## config.mk

```make
export PLATFORM = sky130hd
export DESIGN_NAME = cpxfer_unit
export DESIGN_NICKNAME = d
export VERILOG_FILES = /design/src/rtl/cpx_pkg.sv /design/src/rtl/cpx_ctrl.sv /design/src/rtl/cpx_dpath.sv /design/src/rtl/cpxfer_unit.sv
export SDC_FILE = /design/constraint.sdc
export NUM_CORES = 1
export LEC_CHECK = 0
export BUFFER_PORTS_ARGS = -buffer_cell sky130_fd_sc_hd__buf_4
export CAP_MARGIN = 20
export CORE_ASPECT_RATIO = 2
export CORE_UTILIZATION = 65
export DETAILED_ROUTE_END_ITERATION = 8
export HOLD_SLACK_MARGIN = 0.02
export MAX_ROUTING_LAYER = met4
export PLACE_DENSITY = 0.95
export SLEW_MARGIN = 20
export SYNTH_ARGS = -nofsm -noshare
export SYNTH_HDL_FRONTEND = slang
export SYNTH_SLANG_ARGS = --single-unit
```

## constraint.sdc

```tcl
create_clock -name clk -period 3.9 [get_ports clk]
set_clock_uncertainty 0.15 [all_clocks]
set_input_delay 0.195 -clock clk [delete_from_list [all_inputs] [get_ports clk]]
set_output_delay 0.195 -clock clk [all_outputs]
set_load 0.01 [all_outputs]
```

## src/rtl/cpx_pkg.sv

```systemverilog
package cpx_pkg;
  typedef enum logic [1:0] {
    HS_ABSENT = 2'b00,
    HS_WAIT   = 2'b01,
    HS_GO     = 2'b10,
    HS_LAST   = 2'b11
  } hs_e;

  // strobes from control to datapath
  typedef struct packed {
    logic rdLoad;   // latch selected register onto cpData
    logic rdClear;  // return cpData to zero
    logic wrEn;     // write coreData into selected register
  } strobe_t;
endpackage

```

## src/rtl/cpx_ctrl.sv

```systemverilog
module cpx_ctrl
  import cpx_pkg::*;
#(
  parameter int CP_NUM = 7,
  parameter int BUSY_W = 2,
  parameter int IDX_W  = 4
) (
  input  logic             clk,
  input  logic             rstN,
  input  logic             reqN,
  input  logic [31:0]      instr,
  input  logic             passCond,
  input  logic             lateCancel,
  output hs_e              hsDecode,
  output hs_e              hsExec,
  output strobe_t          stb,
  output logic [IDX_W-1:0] regIdx
);
  localparam logic [3:0] OwnNum = 4'(CP_NUM);

  typedef enum logic [2:0] {ST_IDLE, ST_ISSUE, ST_EXEC, ST_MEM, ST_WRITE} st_e;

  st_e               state;
  logic              dirFrom;
  logic [BUSY_W-1:0] busyLeft;
  logic              claim;
  logic              busyDone;

  assign claim    = !reqN && (instr[11:8] == OwnNum);
  assign busyDone = (busyLeft == '0);

  always_ff @(posedge clk or negedge rstN) begin
    if (!rstN) begin
      state    <= ST_IDLE;
      dirFrom  <= 1'b0;
      regIdx   <= '0;
      busyLeft <= '0;
    end else begin
      unique case (state)
        ST_IDLE: if (claim) begin
          state    <= ST_ISSUE;
          dirFrom  <= instr[20];
          regIdx   <= instr[16 +: IDX_W];
          busyLeft <= instr[BUSY_W-1:0];
        end
        ST_ISSUE: state <= (!reqN && passCond && !lateCancel) ? ST_EXEC : ST_IDLE;
        ST_EXEC: begin
          if (lateCancel)     state    <= ST_IDLE;
          else if (!busyDone) busyLeft <= busyLeft - 1'b1;
          else                state    <= ST_MEM;
        end
        ST_MEM:   state <= ST_WRITE;
        ST_WRITE: state <= ST_IDLE;
        default:  state <= ST_IDLE;
      endcase
    end
  end

  always_comb begin
    hsDecode    = (state == ST_ISSUE) ? HS_GO : HS_ABSENT;
    hsExec      = (state != ST_EXEC) ? HS_ABSENT : (busyDone ? HS_LAST : HS_WAIT);
    stb.rdLoad  = (state == ST_EXEC) && busyDone && !lateCancel && dirFrom;
    stb.rdClear = (state == ST_MEM);
    stb.wrEn    = (state == ST_WRITE) && !dirFrom;
  end
endmodule

```

## src/rtl/cpx_dpath.sv

```systemverilog
module cpx_dpath
  import cpx_pkg::*;
#(
  parameter int DATA_W = 32,
  parameter int IDX_W  = 4
) (
  input  logic              clk,
  input  logic              rstN,
  input  strobe_t           stb,
  input  logic [IDX_W-1:0]  regIdx,
  input  logic [DATA_W-1:0] coreData,
  output logic [DATA_W-1:0] cpData
);
  localparam int NRegs = 1 << IDX_W;

  logic [DATA_W-1:0] regs [NRegs];

  for (genvar g = 0; g < NRegs; g++) begin : g_reg
    always_ff @(posedge clk or negedge rstN) begin
      if (!rstN)                                       regs[g] <= '0;
      else if (stb.wrEn && (regIdx == IDX_W'(g)))      regs[g] <= coreData;
    end
  end

  always_ff @(posedge clk or negedge rstN) begin
    if (!rstN)            cpData <= '0;
    else if (stb.rdClear) cpData <= '0;
    else if (stb.rdLoad)  cpData <= regs[regIdx];
  end
endmodule

```

## src/rtl/cpxfer_unit.sv

```systemverilog
module cpxfer_unit
  import cpx_pkg::*;
#(
  parameter int DATA_W = 32,
  parameter int CP_NUM = 7,
  parameter int BUSY_W = 2
) (
  input  logic              clk,
  input  logic              rstN,
  input  logic              reqN,
  input  logic [31:0]       instr,
  input  logic              passCond,
  input  logic              lateCancel,
  input  logic [DATA_W-1:0] coreData,
  output logic [1:0]        hsDecode,
  output logic [1:0]        hsExec,
  output logic [DATA_W-1:0] cpData
);
  localparam int IdxW = 4;  // register select sits in instr[19:16]

  hs_e            decHs;
  hs_e            exeHs;
  strobe_t        stb;
  logic [IdxW-1:0] regIdx;

  cpx_ctrl #(.CP_NUM(CP_NUM), .BUSY_W(BUSY_W), .IDX_W(IdxW)) u_ctrl (
    .clk(clk), .rstN(rstN), .reqN(reqN), .instr(instr),
    .passCond(passCond), .lateCancel(lateCancel),
    .hsDecode(decHs), .hsExec(exeHs), .stb(stb), .regIdx(regIdx)
  );

  cpx_dpath #(.DATA_W(DATA_W), .IDX_W(IdxW)) u_dpath (
    .clk(clk), .rstN(rstN), .stb(stb), .regIdx(regIdx),
    .coreData(coreData), .cpData(cpData)
  );

  assign hsDecode = decHs;
  assign hsExec   = exeHs;
endmodule

```

# Word level (Yosys, flattened, before mapping)
# Cells that the tools add are included.
[totals]
reg_bits = 554
input_bits = 69
out_inout_bits = 36
wordCells = 100
[op_classes]
addsub = 1
order_cmp = 1
n_eq_ne = 25
muxes = 17
n_bitwise = 1
reduce_logical = 34
[ops]
columns = ["op", "n"]
rows = [
  ["binary-select mux 32 bit (select 4 bit)", 1],
  ["two-way mux 32 bit", 4],
  ["equality test 4 bit (second input constant)", 8],
  ["logical AND 1 bit", 23],
  ["equality test 4 x 3 -> 1 bit (second input constant)", 5],
  ["two-way mux 2 bit", 7],
  ["case mux 3 bit (4 select lines)", 1],
  ["two-way mux 3 bit", 3],
  ["equality test 4 x 2 -> 1 bit (second input constant)", 2],
  ["equality test 3 x 2 -> 1 bit (second input constant)", 2],
  ["inequality test 3 x 2 -> 1 bit (second input constant)", 2],
  [">= comparator 5 bit (second input constant)", 1],
  ["NOT 4 -> 5 bit", 1],
  ["equality test 4 x 1 -> 1 bit (second input constant)", 1],
  ["logical NOT 4 bit", 1],
  ["inequality test 2 bit (second input constant)", 2],
  ["case mux 2 bit (2 select lines)", 1],
  ["AND reduction 2 bit", 2],
  ["AND reduction 4 bit", 1],
  ["nonzero test 2 bit", 2],
  ["equality test 3 x 1 -> 1 bit (second input constant)", 1],
  ["equality test 3 bit (second input constant)", 1],
  ["logical NOT 1 bit", 3],
  ["logical NOT 3 bit", 1],
  ["3 further kinds", 3],
]

# Logic depth before layout (Yosys ltp)
[depth]
word_depth = 6
ltp_mapped = 8
mapped_depth_nobuf = 6

# Hierarchy
# From an unflattened synthesis, not the netlist that was laid out.
[hier_totals]
cells_unflattened = 1863
area_unflattened_um2 = 25161.6
[modules_own_cells]
columns = ["mod", "n_inst", "cells_per_inst", "area_per_inst_um2", "seq_area_each_um2"]
rows = [
  ["cpx_dpath", 1, 1816, 24622.4, 13613.1],
  ["cpx_ctrl", 1, 47, 539.3, 250.2],
]

# Worst setup path after synthesis
# No wires, ideal clock.
[synth_timing]
path_kind = "register to register"
from = "register u_ctrl.state[1]"
to = "register u_dpath.regs[225] in the netlist's numbering"
setup_ns = 0.125
arrival_ns = 2.079
required_ns = 3.625
slack_ns = 1.546
stages_incl_launch_ff = 7
path_buffers = 2
period_less_slack_ns = 2.354
path_cell_list = "dfrtp_1 -> or4b_4 -> or3_4 -> nor2b_1 -> clkbuf_2 -> buf_6 -> mux2_2"
[synth_between]
elab_chain_len = 3
[synth_lines]
columns = ["item", "line_no", "text"]
rows = [
  ["start: declaration", "cpx_ctrl.sv:23", "st_e state;"],
  ["start signal: assignment", "cpx_ctrl.sv:46", "ST_ISSUE: state <= (!reqN && passCond && !lateCancel) ? ST_EXEC : ST_IDLE;"],
  ["equality test 3 bit", "cpx_ctrl.sv:64", "stb.wrEn = (state == ST_WRITE) && !dirFrom;"],
  ["logical AND 1 bit", "cpx_ctrl.sv:64", ""],
  ["logical AND 1 bit", "cpx_dpath.sv:21", "else if (stb.wrEn && (regIdx == IDX_W'(g))) regs[g] <= coreData;"],
  ["end signal: indexed assignment", "cpx_dpath.sv:21", ""],
  ["end: declaration", "cpx_dpath.sv:16", "logic [DATA_W-1:0] regs [NRegs];"],
]
# Every way passes these cells.
# A chain may end at the register's enable or synchronous reset.

# Worst setup path after layout
[layout_timing]
from = "register u_ctrl.state[0]"
to = "register u_dpath.regs[409] in the netlist's numbering"
# The elaborated chain is that of the path after synthesis.

==> results_tabular.tex <==
\begin{tabular}{lr}
\hline
Metric & Value \\
\hline
\multicolumn{2}{l}{\textbf{GRT}} \\
Via count of the first global-routing pass & 16700 \\
Global route overflow & 0 \\
First-pass GRT wire length & 97.3 mm \\
Total routing resource utilization after global routing & 34.9\% \\
Pin count of the biggest net entering global routing & 122 \\
Initial antenna violation count & 0 \\
\multicolumn{2}{l}{\textbf{Power and ir drop}} \\
Standby leakage power & 12.2 nW \\
Maximum vdd ir drop & 0.000518 V \\
Power per standard cell area & 460 nW/um2 \\
Overall power consumption & 12.7 mW \\
\multicolumn{2}{l}{\textbf{Critical path}} \\
Chain of cells forming the critical path & or4b\_4, nor3\_1, nand2\_2, mux2\_2 \\
Data arrival time of the critical path & 3870 ps \\
Critical Path Start Type & flip-flop \\
Critical Path Fanout Max & 32 \\
Crit path max-delay family & simple AND/OR/NAND/NOR gates \\
Crit path required time & 4200 ps \\
Buffers and inverters on the worst path & 0 \\
Setup CP Type & reg -> reg \\
Worst reg-to-reg path cell count & 4 \\
Crit path capture type & flip-flop \\
Standard cell with the maximum stage delay on the critical path & nand2\_2 \\
Delay contributed by the slowest stage of the critical path & 910 ps \\
Number of logic stages on the critical path including buffering & 4 \\
\multicolumn{2}{l}{\textbf{Drt}} \\
Drt via density & 6.99 \\
Final antenna-violating net count & 0 \\
Residual DRC & 0 \\
TritonRoute pass-1 iters & 5 \\
Detailed-route wire length & 61.9 mm \\
Via count & 14600 \\
WL per Instance & 29.5 um \\
Iteration-0 DRC count of the detailed router & 1093 \\
\multicolumn{2}{l}{\textbf{Yosys}} \\
Syn Area/Cell & 16.1 um2 \\
Asr flop ratio synth & 100\% \\
Synth warnings & 0 \\
Top cells by area, synth & dfrtp\_1 (56\%), mux2\_2 (23\%), mux4\_2 (12\%), mux2i\_1 (1.3\%), a221o\_1 (1.2\%) \\
Number of synthesized flops with an enable pin & 0 \\
Synth area leader & dfrtp\_1 \\
Synthesized instance count & 1522 \\
Top flip-flop cell by instance count after synthesis & dfrtp\_1 \\
Sequential-to-total area share from yosys stat & 56.5\% \\
Syn\_nets & 1592 \\
Number of different library cells in the post-synthesis netlist & 44 \\
FF+latch count, synth & 554 \\
Proportion of netlist area held by the largest area contributor & 56.5\% \\
Mapped cell area & 24500 um2 \\
\multicolumn{2}{l}{\textbf{Floorplanning}} \\
Top-level I/O count & 105 \\
Die area & 38600 um2 \\
X dimension of the die & 139 um \\
Starting density of the core & 66.1\% \\
Height of the die & 277 um \\
Floorplan row count & 100 \\
Core area & 37200 um2 \\
\multicolumn{2}{l}{\textbf{Clocking}} \\
Clock buffers created by TritonCTS & 46 \\
Clock transition at path regs & 70 ps \\
Count of clock tree sinks & 554 \\
PostCTS Resize Cnt & 0 \\
Maximum level of the CTS H-tree & 2 \\
Clock root buffer & clkbuf\_16 \\
CTS tree & built \\
Clock buffer depth & 3 \\
CTS Hold Buffers Added & 47 \\
Worst skew pair latency & 570 ps \\
Setup Buffers After CTS & 0 \\
\multicolumn{2}{l}{\textbf{Place}} \\
Final weighted congestion of routability-driven global placement & 0.795 \\
Number of port buffers & 82 \\
Placed wire-length estimate & 33.5 mm \\
Area after detailed placement & 25600 um2 \\
\multicolumn{2}{l}{\textbf{Job}} \\
Count of maximum capacitance violations & 0 \\
\multicolumn{2}{l}{\textbf{Outcome}} \\
Run status & finished, final reports clean \\
\multicolumn{2}{l}{\textbf{STA}} \\
Peak Freq & 0.281 GHz \\
Tmin final & 3560 ps \\
Final-report setup violation count & 0 \\
Slew at the pin closest to its max-slew limit & 1190 ps \\
Worst slack on hold paths & 149 ps \\
Number of max-slew violations in the final report & 0 \\
Relative slew slack & 20.5\% \\
Setup TNS after final layout & 0 ps \\
Number of endpoints with negative hold slack in the final report & 0 \\
RSZ-0062 raised after global routing & no \\
Final clock period utilization by the worst path & 91.3\% \\
\multicolumn{2}{l}{\textbf{Worst hold path}} \\
Hold Path Class & in -> async \\
\multicolumn{2}{l}{\textbf{Finish}} \\
Post-synthesis to final-layout area growth & 12.3\% \\
Most common library cell in the layout ignoring fill and taps & dfrtp\_1 \\
Commonest non-fill, non-tap cells in the layout & dfrtp\_1 (551), mux2\_2 (511), mux4\_2 (128) \\
Net total in the final layout & 1673 \\
Share of the core filled with cells in the final layout & 74.2\% \\
Final instance area & 27600 um2 \\
Number of diodes added for antenna fixing & 0 \\
Share of cells above drive strength 1 & 52.2\% \\
\hline
\end{tabular}
-- worst reg2reg max path, stage by stage (launching register included) --
cell	delay (ps)
dfrtp_1	480
or4b_4	600
nor3_1	710
nand2_2	910
mux2_2	610
-- sequential cells by signal (all words and copies together) (netlist names) --
name,flops
u_ctrl.busyLeft,2
u_ctrl.state,3
u_dpath.cpData,32
u_ctrl.dirFrom,1
u_dpath.regs,512
u_ctrl.regIdx,4
-- cell usage after synthesis (all sizes together) (2+ instances only) --
cell type  number
a21boi          2
a21oi           4
a221o          30
a22oi           2
and2            2
buf            71
clkbuf         61
dfrtp         554
inv            37
mux2          517
mux2i          32
mux4          128
nand2          11
nand2b          2
nand3           3
nand3b          4
nor2            4
nor2b           5
nor3            4
nor3b           2
o21ai           3
o221ai          2
o22ai          30
or3             3
-- kinds of logic after synthesis --
| group | after synthesis | share of synthesized area (%) |
|---|---|---|
| buffers and inverters | 169 | 3.17 |
| other | 1 | 0.0153 |
| AND/OR/NAND/NOR | 45 | 1.13 |
| multiplexers | 677 | 36.8 |
| adder cells (fa/ha/maj) | 1 | 0.0510 |
| AO/OA/AOI/OAI | 75 | 2.39 |
| flip-flops | 554 | 56.5 |
-- final cells by class --
type,count,area (um2)
inverters,37,139
well taps,459,574
clock inverters,17,169
repair buffers,165,1500
flip-flops and latches,554,13900
fillers,2012,9590
clock buffers,65,1330
multi-input cells,799,9980
-- power breakdown --
group | internal, mW | switching, mW
combinational | 0.927 | 0.875
sequential | 5.97 | 0.215
clock | 2.54 | 2.14
total | 9.44 | 3.23
-- final timing paths --
path                                            endpoint  slack, ps                     startpoint
setup reg to reg           u_dpath.regs[409]$_DFFE_PN0P_        340    u_ctrl.state[0]$_DFFE_PN0P_
min in group clk              u_ctrl.dirFrom$_DFFE_PN0P_        280                      instr[20]
hold reg to reg            u_dpath.regs[383]$_DFFE_PN0P_        350  u_dpath.regs[383]$_DFFE_PN0P_
hold / removal             u_dpath.regs[471]$_DFFE_PN0P_        150                           rstN
max in group asynchronous    u_dpath.regs[9]$_DFFE_PN0P_       2330                           rstN
setup / recovery           u_dpath.regs[409]$_DFFE_PN0P_        340    u_ctrl.state[0]$_DFFE_PN0P_
-- per-stage QoR --
stage,instances,setup WS [ps]
2_1_floorplan,1522,1550
4_1_cts,2096,416
3_3_place_gp,1967,637
5_1_grt,2096,283
6_report,2096,338
3_5_place_dp,1967,498
-- metal layers --
metal	routed length, um	track usage, %	vias up	part of all wire (%)
met2	33200	58.9	663	54
met3	3330	5.17	283	5.4
met4	4090	22.3	0	6.6
met5	0	-	-	0
met1	21300	38.6	7870	34
li1	-	-	5830	-
Power figures use the tool's default switching activity.
